`src/rtl/stopwake_pkg.sv`:
```
`timescale 1ns/1ps
package stopwake_pkg;

    localparam int SEL_W  = 3;
    localparam int LOG2_W = 5;

    typedef enum logic [1:0] {
        PM_RUN  = 2'd0,
        PM_HALT = 2'd1,
        PM_SETL = 2'd2
    } pm_state_e;

    typedef struct packed {
        logic              load;
        logic [LOG2_W-1:0] div_log2;
    } settle_cfg_t;

    // code 7 maps to the long ratio; 0..6 map to 2^(code+1)
    function automatic logic [LOG2_W-1:0] code_to_log2(
        input logic [SEL_W-1:0]  code,
        input logic [LOG2_W-1:0] long_log2
    );
        logic [LOG2_W-1:0] res;
        if (code == 3'd7) res = long_log2;
        else              res = {2'b00, code} + 5'd1;
        return res;
    endfunction

endpackage

```
`src/rtl/stopwake_sync.sv`:
```
`timescale 1ns/1ps
module stopwake_sync #(
    parameter int N_WAKE = 6
) (
    input  logic              clk,
    input  logic              rst,
    input  logic [N_WAKE-1:0] raw_in,
    output logic [N_WAKE-1:0] sync_out
);
    for (genvar gi = 0; gi < N_WAKE; gi++) begin : g_bit
        logic meta_q, stable_q;
        always_ff @(posedge clk) begin
            if (rst) begin
                meta_q   <= 1'b0;
                stable_q <= 1'b0;
            end else begin
                meta_q   <= raw_in[gi];
                stable_q <= meta_q;
            end
        end
        assign sync_out[gi] = stable_q;
    end
endmodule

```
`src/rtl/stopwake_settle.sv`:
```
`timescale 1ns/1ps
module stopwake_settle
    import stopwake_pkg::*;
#(
    parameter int CNT_W = 8,
    parameter int PRE_W = 10
) (
    input  logic             clk,
    input  settle_cfg_t      cfg,
    input  logic             run_en,
    output logic [CNT_W-1:0] cnt,
    output logic             done
);
    logic [PRE_W-1:0]  pre_q;
    logic [LOG2_W-1:0] div_q;
    logic [PRE_W-1:0]  pre_mask;
    logic              tick;

    assign pre_mask = (PRE_W'(1) << div_q) - PRE_W'(1);
    assign tick     = run_en && (pre_q == pre_mask);
    assign done     = tick && (cnt == {CNT_W{1'b1}});

    always_ff @(posedge clk) begin
        if (cfg.load) begin
            pre_q <= '0;
            cnt   <= '0;
            div_q <= cfg.div_log2;
        end else if (run_en) begin
            if (tick) begin
                pre_q <= '0;
                cnt   <= cnt + CNT_W'(1);
            end else begin
                pre_q <= pre_q + PRE_W'(1);
            end
        end
    end
endmodule

```
`src/rtl/stopwake_ctrl.sv`:
```
`timescale 1ns/1ps
module stopwake_ctrl
    import stopwake_pkg::*;
#(
    parameter int N_WAKE       = 6,
    parameter int CNT_W        = 8,
    parameter int RST_DIV_LOG2 = 10
) (
    input  logic              clk,
    input  logic              rst,
    input  logic              stop_req,
    input  logic [N_WAKE-1:0] wake_raw,
    input  logic [N_WAKE-1:0] wake_en,
    input  logic [SEL_W-1:0]  presc_sel,
    output logic              osc_en,
    output logic              core_clk_en,
    output logic              stabilizing
);
    localparam int PRE_W = (RST_DIV_LOG2 > 7) ? RST_DIV_LOG2 : 7;
    localparam logic [LOG2_W-1:0] LONG_L2 = LOG2_W'(RST_DIV_LOG2);

    pm_state_e         state_q;
    logic [SEL_W-1:0]  code_q;
    logic [N_WAKE-1:0] mask_q;
    logic [N_WAKE-1:0] wake_s;
    logic              wake_hit;
    logic              settle_done;
    logic [CNT_W-1:0]  stab_cnt;
    settle_cfg_t       cfg;

    stopwake_sync #(.N_WAKE(N_WAKE)) u_sync (
        .clk      (clk),
        .rst      (rst),
        .raw_in   (wake_raw),
        .sync_out (wake_s)
    );

    assign wake_hit = (state_q == PM_HALT) && |(wake_s & mask_q);

    always_comb begin
        cfg.load     = rst || wake_hit;
        cfg.div_log2 = rst ? LONG_L2 : code_to_log2(code_q, LONG_L2);
    end

    stopwake_settle #(.CNT_W(CNT_W), .PRE_W(PRE_W)) u_settle (
        .clk    (clk),
        .cfg    (cfg),
        .run_en (state_q == PM_SETL),
        .cnt    (stab_cnt),
        .done   (settle_done)
    );

    always_ff @(posedge clk) begin
        if (rst) begin
            state_q <= PM_SETL;
            code_q  <= 3'd7;
            mask_q  <= '0;
        end else begin
            unique case (state_q)
                PM_RUN: begin
                    code_q <= presc_sel;
                    if (stop_req) begin
                        state_q <= PM_HALT;
                        mask_q  <= wake_en;
                    end
                end
                PM_HALT: if (wake_hit)    state_q <= PM_SETL;
                PM_SETL: if (settle_done) state_q <= PM_RUN;
                default:                  state_q <= PM_RUN;
            endcase
        end
    end

    assign osc_en      = (state_q != PM_HALT) || wake_hit;
    assign core_clk_en = (state_q == PM_RUN);
    assign stabilizing = (state_q == PM_SETL);
endmodule

```
`config.mk`:
```
export PLATFORM = sky130hd
export DESIGN_NAME = stopwake_ctrl
export DESIGN_NICKNAME = d
export VERILOG_FILES = /design/src/rtl/stopwake_pkg.sv /design/src/rtl/stopwake_sync.sv /design/src/rtl/stopwake_settle.sv /design/src/rtl/stopwake_ctrl.sv
export SDC_FILE = /design/constraint.sdc
export NUM_CORES = 1
export LEC_CHECK = 0
export ABC_AREA = 1
export CORE_ASPECT_RATIO = 1.1
export CORE_MARGIN = 10
export CORE_UTILIZATION = 40
export DETAILED_ROUTE_END_ITERATION = 7
export GPL_TIMING_DRIVEN = 0
export PLACE_DENSITY = 0.62
export SLEW_MARGIN = 10
export SYNTH_ARGS = -nofsm -noshare
export SYNTH_HDL_FRONTEND = slang
export SYNTH_SLANG_ARGS = --single-unit
```
`constraint.sdc`:
```
create_clock -name clk -period 3.3 [get_ports clk]
set_clock_uncertainty 0.15 [all_clocks]
set_input_delay 0.495 -clock clk [delete_from_list [all_inputs] [get_ports clk]]
set_output_delay 0.495 -clock clk [all_outputs]
set_load 0.02 [all_outputs]
```
# Word level (Yosys, flattened, before mapping)
# Cells that the tools add are included.
totals:
  input_bits: 18
  wordCells: 49
  register_bits: 46
  out_inout_bits: 3
classes:
  bitwise_logic: 1
  n_eq_ne: 9
  reduce_logical: 11
  add_sub_neg: 4
  n_mux: 5
  shift: 1
op_table:
  columns: ["op", "count"]
  rows:
  - ["$add A10 B1 Y10 const B", 1]
  - ["$eq A10 B10 Y1", 1]
  - ["$mux W10", 1]
  - ["$shl A1 B5 Y10 const A", 1]
  - ["$sub A10 B2 Y10 const B", 1]
  - ["$add A8 B1 Y8 const B", 1]
  - ["$eq A8 B8 Y1 const B", 1]
  - ["$and A6 B6 Y6", 1]
  - ["$mux W2", 3]
  - ["$ne A2 B2 Y1 const B", 3]
  - ["$pmux W2 S3", 1]
  - ["$reduce_or A6 Y1", 1]
  - ["$add A3 B1 Y4 const B", 1]
  - ["$reduce_and A2 Y1", 2]
  - ["$eq A3 B3 Y1 const B", 1]
  - ["$logic_and A1 B1 Y1", 3]
  - ["$reduce_and A3 Y1", 1]
  - ["$eq A2 B1 Y1 const B", 1]
  - ["$eq A2 B2 Y1 const B", 1]
  - ["$logic_not A2 Y1", 1]
  - ["$logic_or A1 B1 Y1", 2]
  - ["$ne A2 B1 Y1 const B", 1]
  - ["$reduce_or A2 Y1", 1]

# Depth between registers and ports, before layout
# Gate-level depths: netlist of the first run.
depth:
  depth_word: 7
  depth_mapped: 17
  depth_no_buf: 15

# Cells and area by module
# A second synthesis of the first run with hierarchy kept.
unflattened:
  hier_cells: 328
  hier_area_um2: 2337.2
modules_own_cells:
  columns: ["module", "n_inst", "area_per_inst_um2", "seq_area_each_um2", "cells_per_inst"]
  rows:
  - ["stopwake_settle", 1, 1425.1, 510.5, 207]
  - ["stopwake_ctrl", 1, 525.5, 220.2, 78]
  - ["stopwake_sync", 1, 386.6, 240.2, 43]

# Worst setup path after synthesis of the first run
# No wires, ideal clock.
synth_path:
  kind: "register to register"
  start: "reg u_settle.div_q[1]"
  end: "reg u_settle.cnt[4]"
  setup_time_ns: 0.121
  arrival_ns: 1.981
  required_ns: 3.029
  period_less_slack_ns: 2.252
  slack_ns: 1.048
  path_stages_with_launch: 17
  path_buffers: 1
  path_cell_list: "edfxtp_1 nor2_2 nand2_1 ha_1 xnor2_1 inv_1 nand2_1 nand2_1 nor2_1 nand2_1 nor2_2 nand2_2 buf_6 nor2_1 nand2_1 nand2_1 nor2_1"
synth_between:
  elab_chain_len: 5
synth_lines:
  columns: ["item", "line", "rtl"]
  rows:
  - ["from (decl)", "stopwake_settle.sv:15", "logic [LOG2_W-1:0] div_q;"]
  - ["from (signal assigned)", "stopwake_settle.sv:27", "div_q <= cfg.div_log2;"]
  - ["$shl A1 B5 Y10", "stopwake_settle.sv:19", "assign pre_mask = (PRE_W'(1) << div_q) - PRE_W'(1);"]
  - ["$sub A10 B2 Y10", "stopwake_settle.sv:19", null]
  - ["$eq A10 B10 Y1", "stopwake_settle.sv:20", "assign tick = run_en && (pre_q == pre_mask);"]
  - ["$logic_and A1 B1 Y1", "stopwake_settle.sv:20", null]
  - ["$reduce_and A2 Y1 (no source line)", null, null]
  - ["to (signal assigned)", "stopwake_settle.sv:31", "cnt <= cnt + CNT_W'(1);"]
  - ["to (decl)", "stopwake_settle.sv:11", "output logic [CNT_W-1:0] cnt,"]
# Every way passes these cells.
# A chain may end at the register's enable or synchronous reset.

# Worst setup path in the final report of the first run
layout_path:
  start: "reg u_settle.div_q[1]"
  end: "reg u_settle.cnt[3]"
# Same word-level chain as after synthesis.

==> run metrics, run 1 <==
# fillers between 500 and 600; vias roughly 1900; share of post-route cells with drive strength above 1 0.0740; core area ~5400 sq um; Hold Path Class flop to flop; Detail Route met2 WL about 2000 um; Yosys cell types 31; Reg clk slew, reported paths around 90 ps; main area contributors after synthesis dfxtp_1, nand2_1, nor2_1; Initial Util 0.412; leakage 1.14 nW; largest net degree at the start of global routing 15; Sink Count 45; Crit. End Element flop; Clock Tree Buf Depth 2; wire per inst roughly 10 um; Worst Path Max Fanout 10; post-CTS setup buffer count 0; count leader, synth nand2_1; worst rel slew slack 0.703; setup violators final 0; Hold Buf Count CTS 0; post-synthesis sequential area ratio 0.426; clock power share 0.391; Post-CTS Resized 0; synthesized area about 2200 sq um; Final TNS setup 0 ps; Async SR Flop Fraction 0; DRT met1 WL just over 2000 um; Root Driver clkbuf_8; Worst VDD drop ~0.32 mV; Synth Warn # 0; Port Buffers 19; Worst-Margin Slew between 400 and 500 ps; ant diodes 0; die height between 90 and 100 um; Worst Path Arrival between 2000 and 3000 ps; fin worst setup slack 756 ps; WHS ~250 ps; Via density about 4.5; Post-synth EDFFs 4; Most used DFF post-synth dfxtp_1; final total power a little over 1 mW; die area slightly below 9000 sq um; sequential power share 0.558; combinational group share of total power 0.051; total gr overflow 0; RSZ-0062 raised after global routing false; Syn Nets approximately 330; vias in the first global route roughly 1800; GP Congestion ~0.84; I/O pin count 21; setup slack at placement 755 ps; First-pass DRT Iterations 4; drt initial violations ~110; CP Launch Type flop; Synth Area per Inst just over 7 sq um; FF/Latch Area between 900 and 1000 sq um; max_cap viols 0; Worst-Skew Late Latency around 300 ps; Crit Path Class flop to flop; gr usage total 0.100; DIE WIDTH 90.9 um; CTS Buf Count 5; CP required around 3300 ps; WL final around 4300 um; std cell rows 28; H-Tree Depth 2; Detailed Place HPWL 3420 um; switching part of the total 0.202; post-route ant nets 0; pwr/cell area between 300 and 400 nW/um^2; Max Fclk 393 MHz; Synth Register Bits 45; top layer in use met4; Fin. Hold Viols 0; post-layout util 0.485; pins over their slew limit 0; nets 360; Final period util 0.771; initial antenna violation count 0; CTS tree built; area share of the largest cell type after synthesis 0.371; global-route wire length before repair 7620 um; DRC viols 0; top cells by count, synth nand2_1, nor2_1, inv_1, dfxtp_1, nand3_1; met3 wire len 144 um; status finished, final reports clean; min Tclk post-route about 2500 ps; NetSw roughly 0.21 mW; P_int about 0.81 mW; Layout area overhead 17.7%; area of the multi-input gates 1060 sq um; Cells after Synth 311; post-synth top area cell dfxtp_1
-- worst paths after layout --
check	cells past startpoint	end	from	slack [ps]
setup / recovery	14	u_settle.cnt[3]	u_settle.div_q[1]	760
hold / removal	2	u_sync.g_bit[1].stable_q	u_sync.g_bit[1].meta_q	250
setup reg to reg	14	u_settle.cnt[3]	u_settle.div_q[1]	760
hold reg to reg	2	u_sync.g_bit[1].stable_q	u_sync.g_bit[1].meta_q	250
-- area by class of cell --
class	instances	area share
multi-input combinational	215	0.408
sequential	45	0.362
timing repair buffer	19	0.0731
inverter	47	0.0678
tap	75	0.0361
clock buffer	6	0.0279
clock inverter	2	0.0135
buffer	4	0.0115
-- logic make-up (layout without fill, tap and decap cells) --
family / Yosys count / after routing / share of synthesized area
AO/OA/AOI/OAI: 24 / 24 / 0.0651
XOR/XNOR: 8 / 8 / 0.0317
adder cells (fa/ha/maj): 5 / 5 / 0.0283
buffers and inverters: 51 / 78 / 0.0934
flip-flops: 45 / 45 / 0.426
AND/OR/NAND/NOR: 178 / 178 / 0.356
-- power groups by stage --
stage | sequential, mW | combinational (mW) | clock, mW
after floorplan | 0.579 | 0.0273 | 0
after global placement | 0.581 | 0.0521 | 0
after detailed placement | 0.581 | 0.0526 | 0
after CTS | 0.568 | 0.0528 | 0.407
after global routing | 0.570 | 0.0599 | 0.435
final | 0.568 | 0.0520 | 0.399
-- registers in the layout, indices dropped and copies added (netlist names) --
signal	count
u_sync.g_bit.stable_q	6
u_settle.cnt	8
u_sync.g_bit.meta_q	6
u_settle.pre_q	10
mask_q	6
u_settle.div_q	4
state_q	2
code_q	3
-- layer usage --
layer	GRT usage	vias to the layer above
met3	0.0276	6
met4	0.0362	0
met2	0.178	17
met1	0.112	807
met5	0	-
li1	-	1035
-- through the flow --
step	area, sq um	instances
after CTS	2600	413
final	2600	413
after floorplan	2210	311
after global routing	2600	413
after detailed placement	2490	405
after global placement	2490	405
-- worst max-delay path, stage by stage, from the launching register on --
cell and delay (ps):
edfxtp_1 470, nor2_2 240, nand2_1 110, ha_1 280, xnor2_1 230, inv_1 80, nand2_1 60, nand2_1 50
nor2_1 70, nand2_1 70, nor2_2 90, nand2_2 100, buf_6 160, o21ai_0 150, a21oi_1 90
-- cells in the final DEF, fill, tap and decap left out, types with 2 or more instances in the layout --
cell and count:
nor3b_1 2, nand2_2 3, nor2_1 55, or2_2 2, buf_6 2, nand3_1 28, clkbuf_8 5, clkinv_1 2
clkbuf_1 3, inv_1 43, xor2_1 5, o21ai_2 2, xnor2_1 3, nand4_1 7, inv_2 2, o21ai_0 9
dfxtp_1 41, edfxtp_1 4, a21oi_1 8, nor2_2 4, nand3b_1 3, clkdlybuf4s50_1 19, nand2_1 69, ha_1 5
nor3_1 2
Note: power is estimated with default switching activity, not from simulation.
==> run 2, diff against run 1 <==
clock period = 2.5 ns   (was 3.3 ns; I/O delays follow)
==> run 2 against run 1 <==
Flip-flop and latch count did not move. Total power rose by 32%. Sequential power rose by 32%. Wire length rose by 3.9%. Global-route usage barely moved. Worst setup slack got worse by 650 ps. Via count rose by 1.4%. Clock power rose by 32%. Non-clock buffer count rose by 8. Largest power group unchanged. Highest routed layer unchanged.
==> run metrics, run 2 (synthesized netlist as in run 1, its figures left out) <==
status finished, final reports clean; Worst-Skew Late Latency approximately 300 ps; die height approximately 100 um; total gr overflow 0; Via density about 4.5; Crit Path Class flop to flop; gr usage total 0.100; pwr/cell area 496 nW/um^2; share of post-route cells with drive strength above 1 0.118; Worst-Margin Slew about 430 ps; RSZ-0062 raised after global routing true; Final period util 0.956; Clock Tree Buf Depth 2; WHS 254 ps; area of the multi-input gates 1120 sq um; pins over their slew limit 0; # fillers between 500 and 600; die area slightly below 9000 sq um; Placed Cells between 400 and 500; Crit. End Element flop; vias in the first global route between 1500 and 2000; CP required 2530 ps; most common cell after layout, fill and taps aside nand2_1; vias 1891; Worst Path Arrival between 2000 and 2500 ps; Hold Buf Count CTS 0; Layout area overhead 23.0%; CTS Buf Count 5; max reg flops 10; post-layout util 0.507; Port Buffers 19; Worst VDD drop ~0.42 mV; commonest non-fill, non-tap cells in the layout nand2_1, nor2_1, inv_1, dfxtp_1, nand3_1; Sink Count 45; DRC viols 0; max_cap viols 0; DIE WIDTH roughly 90 um; Reg clk slew, reported paths roughly 90 ps; WL final 4430 um; post-route ant nets 0; setup violators final 0; H-Tree Depth 2; Max Fclk about 420 MHz; core area roughly 5400 sq um; First-pass DRT Iterations 4; final total power between 1 and 1.5 mW; ant diodes 0; global-route wire length before repair 7620 um; I/O pin count 21; Initial Util 0.412; GP Congestion 0.845; std cell rows 28; Root Driver clkbuf_8; FF/Latch Area 941 sq um; leakage 1.21 nW; register with the highest flop count u_settle.pre_q; largest net degree at the start of global routing 15; CTS tree built; initial antenna violation count 0; Detailed Place HPWL ~3400 um; wire per inst approximately 11 um; CP Launch Type flop; nets about 370; Worst Path Max Fanout 6; Hold Path Class flop to flop; biggest regs u_settle.pre_q x10, u_settle.cnt x8; worst rel slew slack 0.708; Final TNS setup 0 ps; min Tclk post-route 2390 ps; drt initial violations 90; fin cells roughly 420; Fin. Hold Viols 0
run 2: changes by cell type in the layout (fill, tap and decap cells not counted), sizes merged:
cell,before,now
buf,2,10
run 2: report_power, final:
part	leakage (nW)	internal [mW]	switching [mW]
Combinational	0.790	0.0398	0.0327
Sequential	0.368	0.740	0.00997
Clock	0.0552	0.297	0.230
run 2: worst paths after layout:
path	start	end	slack (ps)	cells after the start
worst max-delay path	u_settle.div_q[2]	u_settle.cnt[1]	110	13
worst min-delay path	u_sync.g_bit[1].meta_q	u_sync.g_bit[1].stable_q	250	2
worst max register to register	u_settle.div_q[2]	u_settle.cnt[1]	110	13
worst min register to register	u_sync.g_bit[1].meta_q	u_sync.g_bit[1].stable_q	250	2
run 2: worst max-delay path, cell delays in order, from the launching register on:
cell and delay, ps:
edfxtp_1 490, nor2_8 220, nand3_4 110, ha_4 250
or2_2 280, nand4_1 90, nor2_1 40, nand3_1 70
nor2_2 40, nand2_2 110, inv_2 70, buf_4 130
o21ai_0 160, nor2_1 50
run 2: what timing repair did:
| action | CTS | global route |
|---|---|---|
| pin swaps | 0 | 7 |
| endpoints found under the setup margin | 5 | 18 |
| gates resized for setup | 2 | 11 |
| hold endpoints to repair | 0 | 0 |
| setup buffers | 1 | 7 |
run 2: stage by stage:
stage	setup WS (ps)	cell area, sq um
after detailed placement	-45.3	2490
after global routing	-61.4	2720
after floorplan	248	2210
final	111	2720
after CTS	10.8	2620
after global placement	-10.7	2490
run 2: metal layers:
metal | wire length (um) | track usage
met4 | 110 | 0.0410
met3 | 152 | 0.0276
met5 | 0 | 0
met2 | 2140 | 0.175
met1 | 2030 | 0.112
run 2: layout make-up:
| class | instances | share of cell area |
|---|---|---|
| plain buffers | 4 | 0.0110 |
| clock buffers | 6 | 0.0267 |
| clock inverters | 2 | 0.0129 |
| inverters | 47 | 0.0649 |
| multi-input cells | 215 | 0.412 |
| flip-flops and latches | 45 | 0.346 |
| well taps | 75 | 0.0345 |
| repair buffers | 27 | 0.0921 |
